==> config.mk <==
export PLATFORM = sky130hd
export DESIGN_NAME = keyed_watchdog
export DESIGN_NICKNAME = d
export VERILOG_FILES = /design/src/rtl/kwd_pkg.sv /design/src/rtl/kwd_keyctl.sv /design/src/rtl/kwd_cfg_regs.sv /design/src/rtl/kwd_prescaler.sv /design/src/rtl/kwd_counter.sv /design/src/rtl/keyed_watchdog.sv
export SDC_FILE = /design/constraint.sdc
export NUM_CORES = 1
export LEC_CHECK = 0
export ABC_AREA = 1
export BUFFER_PORTS_ARGS = -buffer_cell sky130_fd_sc_hd__buf_2
export CORE_MARGIN = 2
export CORE_UTILIZATION = 50
export CTS_CLUSTER_DIAMETER = 120
export CTS_CLUSTER_SIZE = 14
export DETAILED_ROUTE_END_ITERATION = 8
export HOLD_SLACK_MARGIN = 0.06
export PLACE_DENSITY = 0.76
export SLEW_MARGIN = 30
export SYNTH_ARGS = -nofsm -noshare
export SYNTH_HDL_FRONTEND = slang
export SYNTH_HIERARCHICAL = 1
export SYNTH_SLANG_ARGS = --single-unit
==> constraint.sdc <==
create_clock -name clk -period 6.18 [get_ports clk]
set_input_delay 1.236 -clock clk [delete_from_list [all_inputs] [get_ports clk]]
set_output_delay 1.236 -clock clk [all_outputs]
set_load 0.01 [all_outputs]
==> src/rtl/kwd_pkg.sv <==
package kwd_pkg;
  localparam int KEY_W = 16;

  localparam logic [KEY_W-1:0] KEY_OPEN    = 16'h5555;
  localparam logic [KEY_W-1:0] KEY_RUN     = 16'hCCCC;
  localparam logic [KEY_W-1:0] KEY_REFRESH = 16'hAAAA;

  typedef enum logic [1:0] {
    SEL_KEY    = 2'd0,
    SEL_PRE    = 2'd1,
    SEL_RELOAD = 2'd2,
    SEL_NONE   = 2'd3
  } reg_sel_e;
endpackage

==> src/rtl/kwd_keyctl.sv <==
module kwd_keyctl
  import kwd_pkg::*;
(
  input  logic             clk,
  input  logic             rst,
  input  logic             wr_en,
  input  logic [1:0]       wr_addr,
  input  logic [KEY_W-1:0] wr_data,
  output logic             unlocked_q,
  output logic             running_q,
  output logic             start_load,
  output logic             refresh_load
);
  logic key_wr, k_open, k_run, k_refresh, k_other;

  always_comb begin
    key_wr    = wr_en && (wr_addr == SEL_KEY);
    k_open    = key_wr && (wr_data == KEY_OPEN);
    k_run     = key_wr && (wr_data == KEY_RUN);
    k_refresh = key_wr && (wr_data == KEY_REFRESH);
    k_other   = key_wr && !k_open && !k_run && !k_refresh;
  end

  // a start only loads the counter the first time; later starts are inert
  assign start_load   = k_run && !running_q;
  assign refresh_load = k_refresh;

  always_ff @(posedge clk) begin
    if (rst) begin
      unlocked_q <= 1'b0;
      running_q  <= 1'b0;
    end else begin
      if (k_open)
        unlocked_q <= 1'b1;
      else if (k_refresh || k_other)
        unlocked_q <= 1'b0;
      if (k_run)
        running_q <= 1'b1;
    end
  end
endmodule

==> src/rtl/kwd_cfg_regs.sv <==
module kwd_cfg_regs
  import kwd_pkg::*;
#(
  parameter int PRE_W    = 3,
  parameter int RELOAD_W = 12
) (
  input  logic                clk,
  input  logic                rst,
  input  logic                wr_en,
  input  logic [1:0]          wr_addr,
  input  logic                unlocked,
  input  logic [PRE_W-1:0]    pre_din,
  input  logic [RELOAD_W-1:0] reload_din,
  output logic [PRE_W-1:0]    pre_q,
  output logic [RELOAD_W-1:0] reload_q
);
  localparam logic [RELOAD_W-1:0] RELOAD_RST = {RELOAD_W{1'b1}};

  logic pre_we, reload_we;

  assign pre_we    = wr_en && unlocked && (wr_addr == SEL_PRE);
  assign reload_we = wr_en && unlocked && (wr_addr == SEL_RELOAD);

  always_ff @(posedge clk) begin
    if (rst) begin
      pre_q    <= '0;
      reload_q <= RELOAD_RST;
    end else begin
      if (pre_we)    pre_q    <= pre_din;
      if (reload_we) reload_q <= reload_din;
    end
  end
endmodule

==> src/rtl/kwd_prescaler.sv <==
module kwd_prescaler #(
  parameter int PRE_W         = 3,
  parameter int PRE_BASE_LOG2 = 2,
  parameter int MAX_CODE      = 6
) (
  input  logic             clk,
  input  logic             rst,
  input  logic             en,
  input  logic             clr,
  input  logic [PRE_W-1:0] code,
  output logic             tick
);
  localparam int DIV_W = PRE_BASE_LOG2 + MAX_CODE;

  logic [DIV_W-1:0] lim_tab [0:MAX_CODE];
  logic [PRE_W-1:0] code_eff;
  logic [DIV_W-1:0] lim;
  logic [DIV_W-1:0] div_q;

  // terminal count for each selectable ratio
  for (genvar g = 0; g <= MAX_CODE; g++) begin : g_lim
    assign lim_tab[g] = DIV_W'((1 << (PRE_BASE_LOG2 + g)) - 1);
  end

  assign code_eff = (code > PRE_W'(MAX_CODE)) ? PRE_W'(MAX_CODE) : code;
  assign lim      = lim_tab[code_eff];
  // >= keeps a mid-count ratio change from wrapping the divider
  assign tick     = en && !clr && (div_q >= lim);

  always_ff @(posedge clk) begin
    if (rst || clr || !en || tick)
      div_q <= '0;
    else
      div_q <= div_q + DIV_W'(1);
  end
endmodule

==> src/rtl/kwd_counter.sv <==
module kwd_counter #(
  parameter int RELOAD_W = 12
) (
  input  logic                clk,
  input  logic                rst,
  input  logic                load,
  input  logic                tick,
  input  logic [RELOAD_W-1:0] reload,
  output logic [RELOAD_W-1:0] cnt_q,
  output logic                fire_q
);
  localparam logic [RELOAD_W-1:0] CNT_RST = {RELOAD_W{1'b1}};

  logic expire;

  // the tick that would take the count to zero ends the period
  assign expire = tick && !load && (cnt_q <= RELOAD_W'(1));

  always_ff @(posedge clk) begin
    if (rst) begin
      cnt_q  <= CNT_RST;
      fire_q <= 1'b0;
    end else begin
      fire_q <= expire;
      if (load || expire)
        cnt_q <= reload;
      else if (tick)
        cnt_q <= cnt_q - RELOAD_W'(1);
    end
  end
endmodule

==> src/rtl/keyed_watchdog.sv <==
module keyed_watchdog
  import kwd_pkg::*;
#(
  parameter int RELOAD_W      = 12,
  parameter int PRE_W         = 3,
  parameter int PRE_BASE_LOG2 = 2,
  parameter int MAX_CODE      = 6
) (
  input  logic             clk,
  input  logic             rst,
  input  logic             wr_en,
  input  logic [1:0]       wr_addr,
  input  logic [KEY_W-1:0] wr_data,
  output logic             reset_req
);
  logic                unlocked_q, running_q;
  logic                start_load, refresh_load, cnt_load;
  logic [PRE_W-1:0]    pre_q;
  logic [RELOAD_W-1:0] reload_q;
  logic [RELOAD_W-1:0] cnt_q;
  logic                tick;

  assign cnt_load = start_load | refresh_load;

  kwd_keyctl u_key (
    .clk          (clk),
    .rst          (rst),
    .wr_en        (wr_en),
    .wr_addr      (wr_addr),
    .wr_data      (wr_data),
    .unlocked_q   (unlocked_q),
    .running_q    (running_q),
    .start_load   (start_load),
    .refresh_load (refresh_load)
  );

  kwd_cfg_regs #(.PRE_W(PRE_W), .RELOAD_W(RELOAD_W)) u_cfg (
    .clk        (clk),
    .rst        (rst),
    .wr_en      (wr_en),
    .wr_addr    (wr_addr),
    .unlocked   (unlocked_q),
    .pre_din    (wr_data[PRE_W-1:0]),
    .reload_din (wr_data[RELOAD_W-1:0]),
    .pre_q      (pre_q),
    .reload_q   (reload_q)
  );

  kwd_prescaler #(
    .PRE_W(PRE_W), .PRE_BASE_LOG2(PRE_BASE_LOG2), .MAX_CODE(MAX_CODE)
  ) u_pre (
    .clk  (clk),
    .rst  (rst),
    .en   (running_q),
    .clr  (cnt_load),
    .code (pre_q),
    .tick (tick)
  );

  kwd_counter #(.RELOAD_W(RELOAD_W)) u_cnt (
    .clk    (clk),
    .rst    (rst),
    .load   (cnt_load),
    .tick   (tick),
    .reload (reload_q),
    .cnt_q  (cnt_q),
    .fire_q (reset_req)
  );
endmodule

# Yosys cells after proc, flatten, opt, wreduce, memory -nomap -nowiden
# Memory sizes are Yosys's and may differ from the RTL's.
# Index checks and enable logic that the tools add are counted.
[classes]
addsub = 2
magnitude_cmp = 4
eq_ne = 5
muxes = 7
bitwise = 2
n_reduce_logical = 28
[ops]
columns = ["cell", "n"]
rows = [
  ["$eq A16 B16 Y1 const B", 2],
  ["$mux W12", 2],
  ["$eq A16 B15 Y1 const B", 1],
  ["$mux W8", 2],
  ["$logic_and A1 B1 Y1", 15],
  ["$le A12 B1 Y1 const B", 1],
  ["$sub A12 B1 Y12 const B", 1],
  ["$add A8 B1 Y8 const B", 1],
  ["$ge A8 B8 Y1", 1],
  ["$logic_not A1 Y1", 5],
  ["$logic_or A1 B1 Y1", 5],
  ["$ge A4 B4 Y1 const B", 1],
  ["$not A3 Y4", 1],
  ["$reduce_bool A2 Y1", 2],
  ["$gt A3 B3 Y1 const B", 1],
  ["$mux W3", 1],
  ["$eq A2 B1 Y1 const B", 1],
  ["$eq A2 B2 Y1 const B", 1],
  ["$logic_not A2 Y1", 1],
  ["$mux W1", 2],
  ["$or A1 B1 Y1", 1],
]
[word_totals]
ff_bits = 38
rom_bits = 64
elab_cells = 56
n_memories = 1
[memory_table]
columns = ["name", "depth", "width", "rd", "rd_clocked_by_memory_dff", "write_ports", "line", "source"]
rows = [
  ["(no name shown)", 8, 8, 1, 0, 0, "kwd_prescaler.sv:26", "assign lim = lim_tab[code_eff];"],
]

# Longest topological paths before layout
[logic_depth]
word_depth = 12
mapped_depth = 22
depth_no_buf = 22

# By module
# The synthesis kept the hierarchy.
[by_module_without_submodules]
columns = ["module", "n_inst", "cells_per_inst", "area_each_um2"]
rows = [
  ["kwd_counter", 1, 155, 964.7],
  ["kwd_cfg_regs", 1, 80, 603.1],
  ["kwd_prescaler", 1, 78, 551.8],
  ["kwd_keyctl", 1, 49, 239.0],
  ["keyed_watchdog", 1, 3, 11.3],
]

# Worst setup path before layout
# No wires, ideal clock.
[synth_timing]
path_kind = "input-to-reg"
start = "input wr_data[1]"
end = "register u_cnt.cnt_q[10]"
setup_ns = 0.115
arrival_time_ns = 2.724
slack_ns = 3.341
cell_stages = 22
n_path_buf = 1
cell_sequence = "inv_1 > nand2_1 > nor2_1 > nand2_1 > inv_1 > nand4_1 > nor2_1 > inv_1 > nand2_1 > inv_1 > nand2_1 > a21oi_1 > inv_1 > nor2_1 > nand2_2 > nor2_4 > nand2_4 > nand2_4 > buf_12 > a21oi_1 > nand2_1 > nand2_1"
[synth_via]
elab_chain_cells = 11
elab_cells_between_ends = 14
[synth_rtl]
columns = ["item", "line", "source"]
rows = [
  ["start: declaration", "keyed_watchdog.sv:13", "input logic [KEY_W-1:0] wr_data,"],
  ["$eq A16 B16 Y1 (*)", "kwd_keyctl.sv:19", "k_run = key_wr && (wr_data == KEY_RUN);"],
  ["$logic_and A1 B1 Y1 (*)", "kwd_keyctl.sv:19", ""],
  ["$logic_and A1 B1 Y1 (*)", "kwd_keyctl.sv:25", "assign start_load = k_run && !running_q;"],
  ["via start_load", "keyed_watchdog.sv:17", "logic start_load, refresh_load, cnt_load;"],
  ["$or A1 B1 Y1 (*)", "keyed_watchdog.sv:23", "assign cnt_load = start_load | refresh_load;"],
  ["via cnt_load", "keyed_watchdog.sv:17", ""],
  ["$logic_not A1 Y1 (*)", "kwd_prescaler.sv:28", "assign tick = en && !clr && (div_q >= lim);"],
  ["$logic_and A1 B1 Y1 (*) (2 in series)", "kwd_prescaler.sv:28", ""],
  ["via tick", "keyed_watchdog.sv:21", "logic tick;"],
  ["$logic_and A1 B1 Y1 (2 in series)", "kwd_counter.sv:17", "assign expire = tick && !load && (cnt_q <= RELOAD_W'(1));"],
  ["$logic_or A1 B1 Y1", "kwd_counter.sv:25", "if (load || expire)"],
  ["$mux W12 / $reduce_bool A2 Y1 (equally long branches)", "n/a", ""],
  ["end signal: assignment", "kwd_counter.sv:26", "cnt_q <= reload;"],
  ["end signal: assignment", "kwd_counter.sv:28", "cnt_q <= cnt_q - RELOAD_W'(1);"],
  ["end: declaration", "kwd_counter.sv:9", "output logic [RELOAD_W-1:0] cnt_q,"],
]
# Mark *: on every way through the listed nets, which the timed path passes. The rest lies on a longest branch.
# A chain may end at the register's enable or synchronous reset.

# Worst setup path after layout
[layout_timing]
start = "input wr_data[1]"
end = "register u_cnt.cnt_q[8]"
# Same word-level chain as after synthesis.

==> out/results.ini <==
[cells_and_area]
fin_nets = 416
area_growth_pct = 9.345
layout_common_cells = 85 x sky130_fd_sc_hd__nand2_1, 49 x sky130_fd_sc_hd__inv_1, 48 x sky130_fd_sc_hd__nor2_1
insertedDiodeCount = 0
post_layout_nonfiller_instances = 441
final_common_cell = sky130_fd_sc_hd__nand2_1
drive_gt1_share_pct = 16.28
finish.instance_area_um2 = 2591

[die]
top_level_ports = 22
die_width_um = 72.85
placeableCoreArea_um2 = 4661
floorplan.initialDensity_pct = 50.85
vertical_extent_of_the_die_um = 72.85
standard_cell_rows = 25
die_area_um2 = 5306

[clock_network]
postCtsSetupBuffers = 0
hold_bufs_inserted_after_cts = 0
tritoncts_clock_tree = yes
clockRootBuffer = sky130_fd_sc_hd__clkbuf_8
worstSkewPairLatency_ps = 280
cts.sink_count = 38
max-clock-path-buffers = 2
htreeDepth = 2
cts_made_buffers = 5
cts.reportedPaths.clkPinSlew_ps = 70
cts.repair.resized = 0

[route]
drt_iter0_drc = 83
firstDrtPassIters = 4
final_antenna_net_count = 0
finalWirelength_mm = 4.831
vias = 2230
routed_via_density = 5.057
post-route-drc-count = 0
post_drt_wl_per_cell_um = 10.95

[power_and_ir_drop]
total_leakage_power_nw = 1.213
design_power_total_mw = 0.4696
vdd.ir_drop.worst_v = 0.0001266
power-per-cell-area_nw_per_um2 = 181.2

[run]
max_cap_violations = 0

[sta]
fin_max_slew_vios = 0
max_freq_mhz = 297.7
max_slew.worst_pin.slew_ps = 654.7
finalCriticalPeriod_ps = 3360
slew_headroom_pct = 56.31
setup-tns-final_ps = 0
finalCritPeriodShare_pct = 54.36
worst_clock_skew_ps = 6.671
setup-violations-final = 0
grt_setup_unrepaired = false
hold_viol = 0

[worst_setup_path]
worst_setup_path_end_kind = flip-flop
setup.worst_path.start_class = input pin
critical_path_peak_fanout = 16
critical_path_required_ps = 6360
setup.reg_to_reg.worst_slack_ps = 3570
path_class = in2reg
timing.critical_path.arrival_ps = 3540

[global_routing]
grt_overflow = 0
vias_in_the_first_global_route = 2034
antenna_found_initial = 0
grt_first_pass_wirelength_mm = 8.631
grt_max_degree = 18
global_route.usage.total_pct = 20.33

[place]
place.port_buffers = 21
detailedPlacementHpwl_mm = 3.694
gp_congestion = 0.8306
placedCellCount = 433
placed_area_um2 = 2485

[logic_synthesis]
synth.avg_cell_area_um2 = 6.493
portion_of_the_post_synthesis_area_used_by_sequential_elements_pct = 32.10
synth.cell_area_um2 = 2370
synth-warning-count = 6
synthesis.instances = 365
synth_nets = 395
synth-seq-cells = 38
synth_cell_types = 30

[outcome]
status = completed

[min_path]
hp-class = reg2reg

## registers in the layout, summed over array words and instances, names as in the netlist
register and flops:
u_cfg/reload_q 12, u_key/unlocked_q 1, u_cfg/pre_q 3, u_cnt/cnt_q 12, u_pre/div_q 8, u_key/running_q 1, u_cnt/fire_q 1
## stage by stage
step	setup WS [ps]	hold slack, ps	util (%)
after floorplan	3341	428.9	-
after global placement	2734	440.0	53.32
after detailed placement	2628	446.4	53.32
after CTS	2896	464.6	55.60
after global routing	2579	481.5	55.60
final	2820	464.0	55.60
## metal layers
layer  track usage, %  share of wire, %  vias to the layer above
met3            2.624               3.5                        6
met2            33.33                45                       55
met5                0                 0                        -
met1            26.97                51                      980
li1                 -                 -                     1189
met4            8.436               1.4                        0
## path summary, 6_finish.rpt
path                     to  depth (start not counted)           start
max          u_cnt/cnt_q[8]                         17      wr_data[1]
min          u_pre/div_q[0]                          1  u_pre/div_q[0]
max reg2reg  u_cnt/cnt_q[8]                         10  u_cfg/pre_q[2]
min reg2reg  u_pre/div_q[0]                          1  u_pre/div_q[0]
## synthesized netlist by cell type
library cell                n  area (µm²)
sky130_fd_sc_hd__a21oi_1   18       90.09
sky130_fd_sc_hd__ha_1       9       112.6
sky130_fd_sc_hd__buf_4      2       15.01
sky130_fd_sc_hd__clkbuf_1   2       7.510
sky130_fd_sc_hd__or2_1      1       6.260
sky130_fd_sc_hd__nand4_1    7       43.79
sky130_fd_sc_hd__nor2_1    48       180.2
sky130_fd_sc_hd__o21ai_1    3       15.01
sky130_fd_sc_hd__nand3_1   47       235.2
sky130_fd_sc_hd__buf_6      1       11.26
sky130_fd_sc_hd__nand2_4    2       22.52
sky130_fd_sc_hd__buf_1      1       3.750
sky130_fd_sc_hd__nand2_1   85       319.1
sky130_fd_sc_hd__o21bai_1   1       7.510
sky130_fd_sc_hd__nand2_2   11       68.82
sky130_fd_sc_hd__xnor2_1    3       26.28
sky130_fd_sc_hd__clkinv_1   2       7.510
sky130_fd_sc_hd__a21oi_2    2       17.52
sky130_fd_sc_hd__inv_2      5       18.77
sky130_fd_sc_hd__nand3b_1   1       7.510
sky130_fd_sc_hd__inv_1     49       183.9
sky130_fd_sc_hd__nor2_4     5       56.30
sky130_fd_sc_hd__nor3_1     5       25.02
sky130_fd_sc_hd__dfxtp_1   38       760.7
sky130_fd_sc_hd__nor2_2     9       56.30
sky130_fd_sc_hd__o21ai_2    1       8.760
sky130_fd_sc_hd__nand3_2    1       10.01
sky130_fd_sc_hd__xor2_1     2       17.52
sky130_fd_sc_hd__buf_12     1       20.02
sky130_fd_sc_hd__o21ai_0    3       15.01
## cells by family (layout without fill, tap and decap cells)
| family | count (synthesis) | count (layout) | share of synthesized area, % |
|---|---|---|---|
| simple gates | 222 | 222 | 43.51 |
| buf+inv | 63 | 85 | 11.30 |
| flops | 38 | 38 | 32.10 |
| compound gates | 28 | 28 | 6.494 |
| fa+ha+maj | 9 | 9 | 4.752 |
| xor+xnor | 5 | 5 | 1.848 |
## where the power goes
group,total (mW),internal (mW),switching [mW],leakage [nW]
clock,0.203,0.121,0.0820,0.0524
combinational,0.0222,0.00783,0.0144,0.854
sequential,0.245,0.245,0.000000877,0.307
total,0.470,0.373,0.0964,1.21
## critical path, cell delays in order
cell and delay [ps]:
sky130_fd_sc_hd__buf_2 120, sky130_fd_sc_hd__inv_1 70, sky130_fd_sc_hd__nand2_1 50, sky130_fd_sc_hd__nor2_1 100, sky130_fd_sc_hd__nand2_1 80, sky130_fd_sc_hd__inv_1 70, sky130_fd_sc_hd__nand4_1 100, sky130_fd_sc_hd__nor2_1 120
sky130_fd_sc_hd__inv_1 50, sky130_fd_sc_hd__nand2_1 130, sky130_fd_sc_hd__inv_1 50, sky130_fd_sc_hd__nand2_1 70, sky130_fd_sc_hd__a21oi_1 60, sky130_fd_sc_hd__nor2_2 540, sky130_fd_sc_hd__clkinv_1 430, sky130_fd_sc_hd__nand3_1 200
sky130_fd_sc_hd__nand2_1 70
## cell type report
| class | count | area, µm² |
|---|---|---|
| fillers | 455 | 2069 |
| multi-input cells | 264 | 1341 |
| flip-flops and latches | 38 | 760.7 |
| inverters | 56 | 210.2 |
| repair buffers | 21 | 105.1 |
| clock buffers | 7 | 76.32 |
| well taps | 54 | 67.56 |
| clock inverters | 1 | 30.03 |
Power figures use the tool's default switching activity.
